[src/rtl/ht_pkg.sv]
package ht_pkg;

    // Classification of the synchronized input pair.
    typedef enum logic [1:0] {
        PAIR_LO_HI = 2'b01,
        PAIR_HI_LO = 2'b10,
        PAIR_BOTH_LO = 2'b00,
        PAIR_BOTH_HI = 2'b11
    } pair_e;

    // Observable state of the latch.
    typedef struct packed {
        logic held_bit;
        logic flag_hiz;
    } latch_view_t;

    function automatic pair_e classify_pair(input logic a, input logic b);
        return pair_e'({a, b});
    endfunction

    function automatic logic pair_is_fault(input pair_e p);
        return (p == PAIR_BOTH_LO) || (p == PAIR_BOTH_HI);
    endfunction

    // Width able to count from 0 up to n.
    function automatic int count_width(input int n);
        return (n < 2) ? 1 : $clog2(n + 1);
    endfunction

endpackage

[src/rtl/ht_sync.sv]
module ht_sync #(
    parameter int STAGES = 2,
    parameter int WIDTH  = 2
) (
    input  logic             clk,
    input  logic             rst,
    input  logic [WIDTH-1:0] raw_i,
    output logic [WIDTH-1:0] sync_o
);
    logic [STAGES-1:0] chain [WIDTH];

    for (genvar w = 0; w < WIDTH; w++) begin : g_bit
        always_ff @(posedge clk or posedge rst) begin
            if (rst) begin
                chain[w] <= '0;
            end else begin
                chain[w] <= {chain[w][STAGES-2:0], raw_i[w]};
            end
        end
        assign sync_o[w] = chain[w][STAGES-1];
    end
endmodule

[src/rtl/ht_hold_timer.sv]
module ht_hold_timer #(
    parameter int HOLD_CYCLES = 12
) (
    input  logic clk,
    input  logic rst,
    input  logic fault_i,
    output logic fire_o
);
    import ht_pkg::*;

    localparam int CW = count_width(HOLD_CYCLES);
    localparam logic [CW-1:0] LAST = CW'(HOLD_CYCLES - 1);

    logic [CW-1:0] cnt;
    logic          spent;

    always_comb begin
        fire_o = fault_i && !spent && (cnt == LAST);
    end

    always_ff @(posedge clk or posedge rst) begin
        if (rst) begin
            cnt   <= '0;
            spent <= 1'b0;
        end else if (!fault_i) begin
            cnt   <= '0;
            spent <= 1'b0;
        end else if (fire_o) begin
            cnt   <= '0;
            spent <= 1'b1;
        end else if (!spent) begin
            cnt <= cnt + 1'b1;
        end
    end
endmodule

[src/rtl/ht_release_timer.sv]
module ht_release_timer #(
    parameter int RELEASE_CYCLES = 5
) (
    input  logic clk,
    input  logic rst,
    input  logic fault_i,
    output logic hiz_o
);
    import ht_pkg::*;

    localparam int CW = count_width(RELEASE_CYCLES);
    localparam logic [CW-1:0] LAST = CW'(RELEASE_CYCLES - 1);

    logic [CW-1:0] cnt;
    logic          hiz;

    always_ff @(posedge clk or posedge rst) begin
        if (rst) begin
            hiz <= 1'b0;
            cnt <= '0;
        end else if (fault_i) begin
            hiz <= 1'b1;
            cnt <= '0;
        end else if (hiz) begin
            if (cnt == LAST) begin
                hiz <= 1'b0;
                cnt <= '0;
            end else begin
                cnt <= cnt + 1'b1;
            end
        end
    end

    assign hiz_o = hiz;
endmodule

[src/rtl/hold_toggle_latch.sv]
module hold_toggle_latch #(
    parameter int SYNC_STAGES    = 2,
    parameter int HOLD_CYCLES    = 12,
    parameter int RELEASE_CYCLES = 5
) (
    input  logic clk,
    input  logic rst,
    input  logic pair_a,
    input  logic pair_b,
    output logic state_q,
    output logic state_qn,
    output logic flag_o,
    output logic flag_oe
);
    import ht_pkg::*;

    logic [1:0]  pair_sync;
    pair_e       pair_cls;
    logic        fault;
    logic        fire;
    logic        hiz;
    latch_view_t view;

    ht_sync #(.STAGES(SYNC_STAGES), .WIDTH(2)) u_sync (
        .clk    (clk),
        .rst    (rst),
        .raw_i  ({pair_a, pair_b}),
        .sync_o (pair_sync)
    );

    always_comb begin
        pair_cls = classify_pair(pair_sync[1], pair_sync[0]);
        fault    = pair_is_fault(pair_cls);
    end

    ht_hold_timer #(.HOLD_CYCLES(HOLD_CYCLES)) u_hold (
        .clk     (clk),
        .rst     (rst),
        .fault_i (fault),
        .fire_o  (fire)
    );

    ht_release_timer #(.RELEASE_CYCLES(RELEASE_CYCLES)) u_release (
        .clk     (clk),
        .rst     (rst),
        .fault_i (fault),
        .hiz_o   (hiz)
    );

    always_ff @(posedge clk or posedge rst) begin
        if (rst) begin
            view.held_bit <= 1'b0;
        end else if (fire) begin
            view.held_bit <= ~view.held_bit;
        end
    end

    assign view.flag_hiz = hiz;

    assign state_q  = view.held_bit;
    assign state_qn = ~view.held_bit;
    assign flag_o   = 1'b0;
    assign flag_oe  = ~view.flag_hiz;
endmodule

[config.mk]
export PLATFORM = sky130hd
export DESIGN_NAME = hold_toggle_latch
export DESIGN_NICKNAME = d
export VERILOG_FILES = /design/src/rtl/ht_pkg.sv /design/src/rtl/ht_sync.sv /design/src/rtl/ht_hold_timer.sv /design/src/rtl/ht_release_timer.sv /design/src/rtl/hold_toggle_latch.sv
export SDC_FILE = /design/constraint.sdc
export NUM_CORES = 1
export LEC_CHECK = 0
export BUFFER_PORTS_ARGS = -buffer_cell sky130_fd_sc_hd__buf_2
export CORE_AREA = 2 2 39 41
export CTS_CLUSTER_SIZE = 8
export DETAILED_ROUTE_END_ITERATION = 10
export DIE_AREA = 0 0 41 43
export PLACE_DENSITY = 0.68
export RECOVER_POWER = 50
export SLEW_MARGIN = 5
export SYNTH_ARGS = -nofsm -noshare
export SYNTH_HDL_FRONTEND = slang
export SYNTH_SLANG_ARGS = --single-unit
[constraint.sdc]
create_clock -name clk -period 3.4 [get_ports clk]
set_input_delay 0.34 -clock clk [delete_from_list [all_inputs] [get_ports clk]]
set_output_delay 0.34 -clock clk [all_outputs]
set_load 0.005 [all_outputs]
# Yosys cells after proc, flatten, opt, wreduce, memory -nomap -nowiden
# Index checks and enable logic that the tools add are counted.
[totals]
regBits = 14
inputBits = 4
word_cells = 33
[classes]
n_addsub = 2
eq_ne = 5
n_mux = 11
n_bitwise = 2
n_reduce_logical = 6
[ops]
columns = ["op", "n"]
rows = [
  ["4-bit 2-to-1 mux", 3],
  ["3-bit 2-to-1 mux", 3],
  ["1-bit 2-to-1 mux", 5],
  ["4-bit by 1-bit adder with 4-bit output (second input constant)", 1],
  ["4-bit == test (second input constant)", 1],
  ["3-bit by 1-bit adder with 3-bit output (second input constant)", 1],
  ["3-bit == test (second input constant)", 1],
  ["3-bit inequality test (second input constant)", 1],
  ["2-bit == test (second input constant)", 1],
  ["1-bit logical AND", 2],
  ["2-bit logical NOT", 1],
  ["2-bit inequality test (second input constant)", 1],
  ["1-bit NOT", 2],
  ["2-bit nonzero test", 1],
  ["1-bit logical NOT", 1],
  ["1-bit logical OR", 1],
]

# Depth between registers and ports, before layout
[depth]
depth_word = 6
depth_mapped = 5
ltp_nobuf = 5

# Modules after synthesis
# Synthesis repeated with hierarchy kept, for this count alone.
[unflattened]
hier_cells = 59
area_unflattened_um2 = 661.9
[modules_own_cells]
columns = ["mod", "instances", "cells_per_inst", "area_each_um2", "seq_area_each_um2"]
rows = [
  ["ht_hold_timer", 1, 24, 271.5, 125.1],
  ["ht_release_timer", 1, 20, 206.4, 100.1],
  ["ht_sync", 1, 7, 118.9, 100.1],
  ["hold_toggle_latch", 1, 8, 65.1, 25.0],
]

# Worst setup path after synthesis
# No wires, ideal clock.
[synth_timing]
path_kind = "flip-flop to flip-flop"
start = "reg u_hold.cnt[0]"
end = "reg u_hold.cnt[2]"
setup_time_ps = 73
arrival_time_ps = 1104
required_time_ps = 3327
path_slack_ps = 2223
path_stages_with_launch = 5
synth_period_minus_slack_ps = 1177
path_cell_list = "dfrtp_1 ha_1 inv_1 or4_4 a21oi_2"
[synth_between]
elab_chain_cells = 4
[synth_lines]
columns = ["element", "line", "text"]
rows = [
  ["from (decl)", "ht_hold_timer.sv:14", "logic [CW-1:0] cnt;"],
  ["from (signal assigned)", "ht_hold_timer.sv:32", "cnt <= cnt + 1'b1;"],
  ["4-bit by 1-bit adder with 4-bit output / 4-bit == test (equally long branches)", "ht_hold_timer.sv:32, ht_hold_timer.sv:18", ""],
  ["4-bit 2-to-1 mux / 1-bit logical AND (equally long branches)", "ht_hold_timer.sv:31, ht_hold_timer.sv:18", ""],
  ["4-bit 2-to-1 mux", "ht_hold_timer.sv:28", "end else if (fire_o) begin"],
  ["4-bit 2-to-1 mux", "ht_hold_timer.sv:25", "end else if (!fault_i) begin"],
]
# Parallel ways exist; a longest one is shown, timed or not. The select of a mux whose other input is x is not followed.
# A chain may end at the register's enable or synchronous reset.

# Worst setup path after layout
[layout_timing]
start = "reg u_release.hiz (netlist: u_release.hiz_o)"
end = "out flag_oe"
[layout_between]
elab_chain_cells = 1
[layout_lines]
columns = ["element", "line", "text"]
rows = [
  ["from (decl)", "ht_release_timer.sv:15", "logic hiz;"],
  ["from (signal assigned)", "ht_release_timer.sv:19", "hiz <= 1'b0;"],
  ["from (signal assigned)", "ht_release_timer.sv:22", "hiz <= 1'b1;"],
  ["from (signal assigned)", "ht_release_timer.sv:26", "hiz <= 1'b0;"],
  ["1-bit NOT", "hold_toggle_latch.sv:63", "assign flag_oe = ~view.flag_hiz;"],
  ["to (decl)", "hold_toggle_latch.sv:13", "output logic flag_oe"],
]
# Every way passes these cells.

==> flow_summary.toml <==
[hold_path]
worstHoldPathType = "in2async"

[global_routing]
overflow = 0
grt_antenna_before_repair = 0
use_met3 = 0.0471
grt_pass1_wl_um = 1600
grt_use_met2 = 0.194
grt.busiest_layer = "met2"
grt_pass1_vias = 399
grtUsageTotal = 0.137
grt_max_degree = 15
use_met1 = 0.175

[timing]
finalHoldViolations = 0
hold_ws_ns = 0.0789
fin_setup_tns_ns = 0
fmax_mhz = 786
maxSlewHeadroom = 0.660
min_period_ns = 1.27
setup_viol = 0
rsz0062_at_grt = "false"
tightest_slew_ns = 0.510
worst_slack_ns = 2.13
skew_ns = 0.00280
post-route-period-util = 0.374
slew_violations = 0

[route]
first_pass_iters = 4
ant_nets = 0
wl_per_cell_um = 11.0
drt_wl_total_um = 911
route.detailed.drc = 0
vias = 422
drt_iter0_drc = 4
viasPerCell = 5.08

[setup_path]
rr_worst_depth = 4
critPathRequiredTime_ns = 3.06
crit_fanout = 6
reg2reg_slack_ns = 2.13
worstPathCellList = "inv_1 > buf_2"
crit_buf_inv = 2
cp.arrival_ns = 0.93
critPathTopFamily = "flip-flops"
slowest_stage = "dfrtp_1"
crit_type = "reg2out"
rr_endpoint = "u_hold.cnt[2]"
timing.rr.start = "u_hold.cnt[0]"
path_depth = 2
critPathMaxStageDelay_ns = 0.46
critPathCaptureType = "primary output"
startpoint_type = "flop"

[placed_design]
numPortBuffers = 6
gp_congestion = 0.698
dp_hpwl_um = 671
placed_area_um2 = 671
pre_cts_ws_ns = 2.15

[power_and_ir_drop]
intPower_mw = 0.278
combPwrFrac = 0.157
p_sw_frac = 0.264
power_frac_clock = 0.312
p_sw_mw = 0.0996
powerDensity_nw_per_um2 = 534
seqPwrFrac = 0.531
ir_worst_vdd_v = 0.000326
leakagePower_nw = 0.341

[final_layout]
fill_cells = 130
final_area_um2 = 707
n_antenna_cell = 0
fin_util = 0.511
area_growth_pct = 10.6
finalNetCount = 75
drive_gt1_frac = 0.194

[run]
cap_violations = 0

[clock_network]
path_clk_slew_ns = 0.09
htreeDepth = 1
clock_path_buffers = 2
cts_tree = "built"
clock_latency_ns = 0.27
cts_resized = 0
hold_buffers = 0
cts-root-buf = "clkbuf_4"
clock-sinks = 14
postCtsSetupRepairBufs = 0
cts_made_buffers = 3

[floorplan]
coreArea_um2 = 1380
start_util = 0.462
ios = 8
fp.dieH_um = 43
rows = 14
die-area_um2 = 1760
die_w_um = 41

[synth]
ys_ff_latch = 14
syn_area_um2 = 639
synth.avg_cell_area_um2 = 10.8
synth.yosys.seq_area_share = 0.548
yosysUniqueCellTypes = 20
yosys_warnings = 0
postSynthCellCount = 59
syn_nets = 66

[outcome]
status = "finished clean"
## synth_stat cells
cell | n | area [µm²]
nor2_1 | 3 | 11.3
a21oi_2 | 1 | 8.76
xor2_2 | 1 | 16.3
buf_4 | 1 | 7.51
conb_1 | 1 | 3.75
or4_4 | 1 | 11.3
nand3b_1 | 3 | 22.5
a21oi_1 | 5 | 25.0
dfrtp_1 | 14 | 350
o21ai_0 | 4 | 20.0
nor4bb_1 | 1 | 10.0
inv_1 | 7 | 26.3
a21boi_0 | 1 | 7.51
nor3_1 | 1 | 5.00
buf_6 | 1 | 11.3
nand3_1 | 1 | 5.00
nand2_1 | 6 | 22.5
mux2i_1 | 2 | 20.0
xnor2_1 | 2 | 17.5
ha_1 | 3 | 37.5
## per-layer routing
layer,wire [µm],share of wire
met1,431,0.47
met2,447,0.49
met3,22,0.024
met4,9,0.0099
met5,0,0
## how the worst max path moves through the flow
stage,slack (ns),start,end
6_report,2.13,u_release.hiz_o,flag_oe
5_1_grt,2.05,u_release.hiz_o,flag_oe
4_1_cts,2.12,u_release.hiz_o,flag_oe
3_5_place_dp,2.15,u_hold.cnt[0],u_hold.cnt[2]
3_3_place_gp,2.20,u_hold.cnt[0],u_hold.cnt[2]
2_1_floorplan,2.22,u_hold.cnt[0],u_hold.cnt[2]
## worst register-to-register path: stages (launching register included)
cell	delay, ns
dfrtp_1	0.41
ha_1	0.21
inv_1	0.06
or4_4	0.41
a21oi_2	0.12
## cell families after synthesis
group / synth area share
buf+inv: 0.0705
simple gates: 0.137
other cells: 0.00587
flops: 0.548
fa+ha+maj: 0.0587
compound gates: 0.0959
mux: 0.0313
xor+xnor: 0.0528
## layout by cell type, fill, tap and decap left out, drive strengths merged
master	synthesis	layout
xnor2	2	2
nor2	3	3
a21boi	1	1
nand2	6	6
nand3b	3	3
clkbuf	0	4
nor4bb	1	1
dfrtp	14	14
nor3	1	1
ha	3	3
o21ai	4	4
or4	1	1
inv	7	7
xor2	1	1
conb	1	1
a21oi	6	6
nand3	1	1
mux2i	2	2
buf	2	6
## flip-flops by register name (all words and copies together), names as in the netlist
| name | cells |
|---|---|
| u_release.cnt | 3 |
| u_hold.cnt | 4 |
| state_q | 1 |
| u_release.hiz_o | 1 |
| u_sync.chain | 2 |
| u_sync.sync_o | 2 |
| u_hold.spent | 1 |
## final cells by class
class | instances | area (µm²) | area share
Multi-Input combinational cell | 36 | 244 | 0.345
Tap cell | 16 | 20.0 | 0.0283
Timing Repair Buffer | 6 | 30.0 | 0.0425
Clock buffer | 4 | 36.3 | 0.0513
Inverter | 7 | 26.3 | 0.0372
Sequential cell | 14 | 350 | 0.496
## metrics by stage
| step | instances | power (mW) |
|---|---|---|
| finish | 83 | 0.378 |
| global route | 83 | 0.399 |
| CTS | 83 | 0.381 |
| detailed placement | 79 | 0.264 |
| global placement | 79 | 0.260 |
| floorplan | 59 | 0.249 |
## power by group through the flow
stage               sequential (mW)  combinational (mW)  clock [mW]
floorplan                     0.199              0.0501           0
global placement              0.202              0.0583           0
detailed placement            0.204              0.0605           0
CTS                           0.201              0.0607       0.120
global route                  0.204              0.0691       0.126
finish                        0.200              0.0594       0.118
Power figures use the tool's default switching activity.
